$ cat config.mk
export PLATFORM = sky130hd
export DESIGN_NAME = refresh_char_counter
export DESIGN_NICKNAME = d
export VERILOG_FILES = /design/src/rtl/rcc_pkg.sv /design/src/rtl/rcc_low_stage.sv /design/src/rtl/rcc_high_stage.sv /design/src/rtl/rcc_half_row.sv /design/src/rtl/rcc_bus_gate.sv /design/src/rtl/refresh_char_counter.sv
export SDC_FILE = /design/constraint.sdc
export NUM_CORES = 1
export LEC_CHECK = 0
export BUFFER_PORTS_ARGS = -buffer_cell sky130_fd_sc_hd__buf_2
export CORE_UTILIZATION = 30
export DETAILED_ROUTE_END_ITERATION = 12
export GPL_ROUTABILITY_DRIVEN = 0
export PLACE_DENSITY = 0.49
export SETUP_SLACK_MARGIN = 0.5
export SKIP_CTS_REPAIR_TIMING = 1
export SLEW_MARGIN = 25
export SYNTH_ARGS = -nofsm -noshare
export SYNTH_HDL_FRONTEND = slang
export SYNTH_SLANG_ARGS = --single-unit
$ cat constraint.sdc
create_clock -name clk -period 3.3 [get_ports clk]
set_input_delay 0.33 -clock clk [delete_from_list [all_inputs] [get_ports clk]]
set_output_delay 0.33 -clock clk [all_outputs]
set_load 0.01 [all_outputs]
$ cat src/rtl/rcc_pkg.sv
package rcc_pkg;
  localparam int LO_W   = 4;
  localparam int HI_W   = 4;
  localparam int ADDR_W = 3;

  typedef logic [LO_W-1:0]   lo_t;
  typedef logic [HI_W-1:0]   hi_t;
  typedef logic [ADDR_W-1:0] fa_t;

  // next value of the low stage on an advance
  function automatic lo_t lo_inc(lo_t v);
    return v + lo_t'(1);
  endfunction

  // low stage about to wrap
  function automatic logic lo_at_top(lo_t v);
    return v == {LO_W{1'b1}};
  endfunction

  function automatic hi_t hi_inc(hi_t v);
    return v + hi_t'(1);
  endfunction

  // combined position compare
  function automatic logic pos_match(hi_t h, lo_t l, hi_t hm, lo_t lm);
    return (h == hm) && (l == lm);
  endfunction

  function automatic fa_t fixed_addr(lo_t l);
    return l[ADDR_W-1:0];
  endfunction
endpackage

$ cat src/rtl/rcc_low_stage.sv
module rcc_low_stage
  import rcc_pkg::*;
#(
  parameter int PAGE_PRESET = 7
) (
  input  logic clk,
  input  logic rst_n,
  input  logic row_preset,
  input  logic page_preset,
  input  logic step,
  output lo_t  low,
  output logic carry
);
  localparam lo_t PAGE_VAL = lo_t'(PAGE_PRESET);

  logic advance;
  assign advance = step && !row_preset && !page_preset;

  always_ff @(posedge clk) begin
    if (!rst_n)           low <= '0;
    else if (row_preset)  low <= '0;
    else if (page_preset) low <= PAGE_VAL;
    else if (step)        low <= lo_inc(low);
  end

  assign carry = advance && lo_at_top(low);

  assert_row_zero_R5: assert property (@(posedge clk) disable iff (!rst_n)
    row_preset |=> (low == '0));

  assert_page_load_R8: assert property (@(posedge clk) disable iff (!rst_n)
    (page_preset && !row_preset) |=> (low == PAGE_VAL));

  assert_step_one_R2: assert property (@(posedge clk) disable iff (!rst_n)
    advance |=> (low == lo_t'($past(low) + 1'b1)));

  assert_idle_hold_R2: assert property (@(posedge clk) disable iff (!rst_n)
    (!step && !row_preset && !page_preset) |=> $stable(low));
endmodule

$ cat src/rtl/rcc_high_stage.sv
module rcc_high_stage
  import rcc_pkg::*;
#(
  parameter int ROW_PRESET = 10,
  parameter int LAST_VAL   = 15
) (
  input  logic clk,
  input  logic rst_n,
  input  logic row_preset,
  input  logic carry_in,
  output hi_t  high,
  output logic term_q
);
  localparam hi_t PRE_VAL  = hi_t'(ROW_PRESET);
  localparam hi_t LAST_HI  = hi_t'(LAST_VAL);
  localparam hi_t BEFORE   = hi_t'(LAST_VAL - 1);

  logic final_carry;
  assign final_carry = carry_in && (high == BEFORE);

  always_ff @(posedge clk) begin
    if (!rst_n) begin
      high   <= '0;
      term_q <= 1'b0;
    end else if (row_preset) begin
      high   <= PRE_VAL;
      term_q <= 1'b0;
    end else begin
      if (carry_in) high <= hi_inc(high);
      term_q <= final_carry;
    end
  end

  assert_term_pulse_R10: assert property (@(posedge clk) disable iff (!rst_n)
    term_q |=> !term_q);

  assert_row_high_R4: assert property (@(posedge clk) disable iff (!rst_n)
    row_preset |=> (high == PRE_VAL));

  assert_term_at_last_R4: assert property (@(posedge clk) disable iff (!rst_n)
    term_q |-> (high == LAST_HI));

  assert_high_hold_R3: assert property (@(posedge clk) disable iff (!rst_n)
    (!carry_in && !row_preset) |=> $stable(high));
endmodule

$ cat src/rtl/rcc_half_row.sv
module rcc_half_row
  import rcc_pkg::*;
#(
  parameter int MID_HI = 12,
  parameter int MID_LO = 7
) (
  input  logic clk,
  input  logic rst_n,
  input  logic row_preset,
  input  logic adv,
  input  logic half_mode,
  input  hi_t  high,
  input  lo_t  low,
  output logic inhibit
);
  logic mid_hit;
  logic set_inh;

  assign mid_hit = pos_match(high, low, hi_t'(MID_HI), lo_t'(MID_LO));
  assign set_inh = adv && half_mode && mid_hit;

  always_ff @(posedge clk) begin
    if (!rst_n)          inhibit <= 1'b0;
    else if (row_preset) inhibit <= 1'b0;
    else if (set_inh)    inhibit <= 1'b1;
  end

  assert_full_mode_quiet_R7: assert property (@(posedge clk) disable iff (!rst_n)
    $rose(inhibit) |-> $past(half_mode));

  assert_row_clears_R6: assert property (@(posedge clk) disable iff (!rst_n)
    row_preset |=> !inhibit);

  assert_inh_sticky_R6: assert property (@(posedge clk) disable iff (!rst_n)
    (inhibit && !row_preset) |=> inhibit);
endmodule

$ cat src/rtl/rcc_bus_gate.sv
module rcc_bus_gate
  import rcc_pkg::*;
(
  input  logic cnt_en,
  input  logic ctl_q,
  input  lo_t  low,
  output fa_t  addr,
  output logic bus_en
);
  assign bus_en = cnt_en && ctl_q;
  assign addr   = bus_en ? fixed_addr(low) : '0;

  always_comb begin
    if (!bus_en) assert_gate_idle_R9: assert (addr == '0);
  end
endmodule

$ cat src/rtl/refresh_char_counter.sv
module refresh_char_counter
  import rcc_pkg::*;
#(
  parameter int ROW_PRESET  = 10,
  parameter int ROW_CARRIES = 5,
  parameter int MID_POS     = 40,
  parameter int PAGE_PRESET = 7
) (
  input  logic             clk,
  input  logic             rst_n,
  input  logic             cnt_en,
  input  logic             row_end,
  input  logic             page_upd,
  input  logic             half_mode,
  input  logic             ctl_q,
  output logic             row_last,
  output logic             half_inh,
  output logic [ADDR_W-1:0] fa_addr,
  output logic             fa_en
);
  localparam int LO_SPAN  = 1 << LO_W;
  localparam int LAST_VAL = ROW_PRESET + ROW_CARRIES;
  localparam int MID_IDX  = MID_POS - 1;
  localparam int MID_HI   = ROW_PRESET + MID_IDX / LO_SPAN;
  localparam int MID_LO   = MID_IDX % LO_SPAN;

  lo_t  low;
  hi_t  high;
  logic carry;
  logic adv;

  assign adv = cnt_en && !row_end && !page_upd;

  rcc_low_stage #(.PAGE_PRESET(PAGE_PRESET)) u_low (
    .clk(clk), .rst_n(rst_n), .row_preset(row_end), .page_preset(page_upd),
    .step(cnt_en), .low(low), .carry(carry)
  );

  rcc_high_stage #(.ROW_PRESET(ROW_PRESET), .LAST_VAL(LAST_VAL)) u_high (
    .clk(clk), .rst_n(rst_n), .row_preset(row_end), .carry_in(carry),
    .high(high), .term_q(row_last)
  );

  rcc_half_row #(.MID_HI(MID_HI), .MID_LO(MID_LO)) u_half (
    .clk(clk), .rst_n(rst_n), .row_preset(row_end), .adv(adv),
    .half_mode(half_mode), .high(high), .low(low), .inhibit(half_inh)
  );

  rcc_bus_gate u_gate (
    .cnt_en(cnt_en), .ctl_q(ctl_q), .low(low), .addr(fa_addr), .bus_en(fa_en)
  );

  assert_carry_wrap_R3: assert property (@(posedge clk) disable iff (!rst_n)
    carry |=> (low == '0));

  assert_row_beats_page_R5: assert property (@(posedge clk) disable iff (!rst_n)
    (row_end && page_upd) |=> (low == '0 && !row_last));
endmodule

==> impl_metrics.prom <==
# TYPE chip_impl_metric gauge
chip_impl_info{name="status",value="complete, no violations"} 1
chip_impl_metric{name="drt-pass1-iter-count",unit=""} 3
chip_impl_info{name="grt_setup_unrepaired",value="false"} 1
chip_impl_metric{name="max_freq",unit="GHz"} 0.715
chip_impl_metric{name="initial_core_util",unit="%"} 32.0
chip_impl_metric{name="fin_area",unit="µm²"} 664
chip_impl_metric{name="whs",unit="ns"} 0.264
chip_impl_metric{name="seq_area_frac_synth",unit="%"} 36.3
chip_impl_metric{name="synth_cells",unit=""} 59
chip_impl_metric{name="groute.usage.overall",unit="%"} 13.0
chip_impl_metric{name="powerDensity",unit="nW/µm²"} 403
chip_impl_info{name="synth_top_area_cell",value="dfxtp_1"} 1
chip_impl_metric{name="routed-via-count",unit=""} 466
chip_impl_metric{name="clockBufferDepth",unit=""} 2
chip_impl_metric{name="fp.coreArea",unit="µm²"} 1730
chip_impl_metric{name="ir_drop",unit="mV"} 0.136
chip_impl_metric{name="critical_path_at",unit="ns"} 1.59
chip_impl_metric{name="synth_cell_type_count",unit=""} 28
chip_impl_metric{name="detail_route.drc_violations",unit=""} 0
chip_impl_metric{name="cp.required",unit="ns"} 3.50
chip_impl_metric{name="post_synth.cell_area_avg",unit="µm²"} 9.35
chip_impl_metric{name="flow.area_growth_from_synthesis",unit="%"} 20.4
chip_impl_metric{name="ys_ff_latch",unit=""} 10
chip_impl_metric{name="drt_iter0_drc",unit=""} 5
chip_impl_metric{name="antenna_violating_nets_post_route",unit=""} 0
chip_impl_info{name="clk_root_buffer_cell",value="clkbuf_4"} 1
chip_impl_metric{name="final_core_util",unit="%"} 38.5
chip_impl_info{name="hold_path.class",value="in -> reg"} 1
chip_impl_metric{name="die_width",unit="µm"} 44.9
chip_impl_metric{name="maxCapViolations",unit=""} 0
chip_impl_metric{name="critical_path_peak_fanout",unit=""} 5
chip_impl_metric{name="cts_made_buffers",unit=""} 3
chip_impl_metric{name="synth_warn",unit=""} 0
chip_impl_info{name="critPathLaunch",value="u_low.low[0]$_SDFFE_PP0P_"} 1
chip_impl_metric{name="initial_antenna_violation_count",unit=""} 0
chip_impl_metric{name="drive_gt1_share",unit="%"} 27.4
chip_impl_metric{name="number_of_inserted_diodes",unit=""} 0
chip_impl_metric{name="tightestPinTransition",unit="ns"} 0.317
chip_impl_metric{name="fillCellCount",unit=""} 195
chip_impl_metric{name="slew_violations",unit=""} 0
chip_impl_info{name="crit-reg2reg-launch",value="u_low.low[0]$_SDFFE_PP0P_"} 1
chip_impl_metric{name="detail_route.wl_per_cell",unit="µm"} 11.0
chip_impl_metric{name="post-route-min-period",unit="ns"} 1.40
chip_impl_metric{name="num_io_pins",unit=""} 13
chip_impl_metric{name="largest_net_degree_at_the_start_of_global_routing",unit=""} 11
chip_impl_info{name="crit_path_end_kind",value="flop"} 1
chip_impl_metric{name="tns",unit="ns"} 0
chip_impl_metric{name="postSynthNetCount",unit=""} 70
chip_impl_metric{name="cts_num_sinks",unit=""} 10
chip_impl_metric{name="num_rows",unit=""} 15
chip_impl_metric{name="max_slew_margin",unit="%"} 78.9
chip_impl_metric{name="hpwl",unit="µm"} 816
chip_impl_metric{name="detail_route.wirelength",unit="mm"} 1.08
chip_impl_metric{name="route.met3.wl",unit="µm"} 43
chip_impl_metric{name="p_leak",unit="nW"} 0.286
chip_impl_metric{name="fp.dieH",unit="µm"} 44.9
chip_impl_metric{name="post_dp_cell_area",unit="µm²"} 628
chip_impl_info{name="setup.worst_path.class",value="reg -> reg"} 1
chip_impl_metric{name="nNetsFinal",unit=""} 85
chip_impl_metric{name="htree_levels",unit=""} 1
chip_impl_metric{name="synth_top_area_share",unit="%"} 36.3
chip_impl_metric{name="fraction_of_the_cycle_the_final_worst_path_needs",unit="%"} 42.4
chip_impl_info{name="netlist_top_cells_area",value="dfxtp_1 36%, ha_1 9.1%, nand4bb_4 5.0%"} 1
chip_impl_metric{name="grt-ovfl-total",unit=""} 0
chip_impl_metric{name="finClkSkew",unit="ns"} 0.00818
chip_impl_metric{name="place.port_buffers",unit=""} 12
chip_impl_metric{name="setup_violations",unit=""} 0
chip_impl_info{name="critical_path_start_type",value="flop"} 1
chip_impl_metric{name="met2_wirelength",unit="µm"} 448
chip_impl_metric{name="source_to_sink_clock_delay_at_the_later_pin_of_the_worst_skew_pair",unit="ns"} 0.27
chip_impl_info{name="hold_start",value="page_upd"} 1
chip_impl_info{name="topRoutingLayerUsed",value="met4"} 1
chip_impl_metric{name="first_global_vias",unit=""} 437
chip_impl_metric{name="wire_length_of_the_first_global_routing_pass",unit="mm"} 1.92
chip_impl_metric{name="hold_violations",unit=""} 0
chip_impl_metric{name="avgViaCountPerCell",unit=""} 4.76
chip_impl_metric{name="clk_transition_reported_paths",unit="ns"} 0.08
chip_impl_metric{name="m1WireLength",unit="µm"} 561
chip_impl_metric{name="die-area",unit="µm²"} 2010
chip_impl_metric{name="syn-cell-area",unit="µm²"} 552
chip_impl_info{name="cts_tree",value="yes"} 1
## flip-flops by register name (all words and copies together), names as in the netlist
signal,count
u_high.high,4
u_low.low,4
u_half.inhibit,1
u_high.term_q,1
## worst paths after layout
| check | end | slack [ns] | depth (start not counted) |
|---|---|---|---|
| max | u_high.high[2]$_SDFFE_PP0P_ | 1.90 | 4 |
| min reg2reg | u_half.inhibit$_SDFFE_PP0P_ | 0.48 | 2 |
| min | u_low.low[3]$_SDFFE_PP0P_ | 0.26 | 2 |
| max reg2reg | u_high.high[2]$_SDFFE_PP0P_ | 1.90 | 4 |
## layout by cell type (no fill, tap or decap), drive strengths merged
| master | n |
|---|---|
| a21bo | 1 |
| a21oi | 5 |
| a221oi | 1 |
| a41oi | 1 |
| and2 | 2 |
| and3 | 3 |
| and4b | 1 |
| and4bb | 1 |
| buf | 12 |
| clkbuf | 4 |
| dfxtp | 10 |
| ha | 4 |
| inv | 4 |
| mux2i | 1 |
| nand2 | 3 |
| nand2b | 1 |
| nand3 | 3 |
| nand4 | 1 |
| nand4bb | 1 |
| nor2 | 3 |
| nor3 | 3 |
| o211a | 1 |
| o21ai | 2 |
| o31ai | 1 |
| or4 | 1 |
| xnor2 | 1 |
| xor2 | 2 |
## routing by layer
layer,up-vias,track usage [%]
met5,-,0
met3,4,2.40
met4,0,7.27
met1,209,17.5
met2,13,19.7
li1,240,-
## per-stage QoR
| stage | setup slack (ns) | std cells | power (mW) |
|---|---|---|---|
| floorplan | 2.06 | 59 | 0.148 |
| global placement | 1.93 | 94 | 0.156 |
| detailed placement | 1.91 | 94 | 0.156 |
| CTS | 1.90 | 98 | 0.269 |
| global route | 1.80 | 98 | 0.281 |
| finish | 1.90 | 98 | 0.268 |
## cell families after synthesis
kind of cell,synth area share (%)
xor+xnor,4.76
buf+inv,5.44
compound gates,14.5
flops,36.3
mux,1.81
fa+ha+maj,9.07
simple gates,28.1
## power by group
part           total [mW]  internal [mW]  switching [mW]
Clock               0.114         0.0670          0.0472
Combinational      0.0244         0.0123          0.0122
Sequential          0.129          0.124         0.00457
## final cells by class
class	instances	area [µm²]	area share, %
multi-input cells	43	322	48.4
clock buffers	4	36.3	5.46
inverters	4	15.0	2.26
well taps	25	31.3	4.71
flip-flops and latches	10	200	30.1
repair buffers	12	60.1	9.04
## cell usage after synthesis
library cell  count
a221oi_1          1
dfxtp_1          10
xnor2_1           1
o21ai_0           2
and2_1            2
and4b_1           1
or4_1             1
a21oi_1           5
nand2_1           3
inv_1             4
clkbuf_1          1
buf_6             1
nand2b_1          1
nand3_1           3
nand4bb_4         1
o211a_1           1
o31ai_1           1
nor2_1            3
ha_1              4
xor2_1            2
a21bo_2           1
and3_1            2
and4bb_2          1
nand4_1           1
mux2i_1           1
a41oi_1           1
nor3_1            3
and3_2            1
## worst max-delay path: stages, from the launching register on
cell,delay (ns)
dfxtp_1,0.40
ha_1,0.24
nand2_1,0.13
or4_1,0.41
a21oi_1,0.15
No activity file was read; power rests on OpenSTA's default activity.
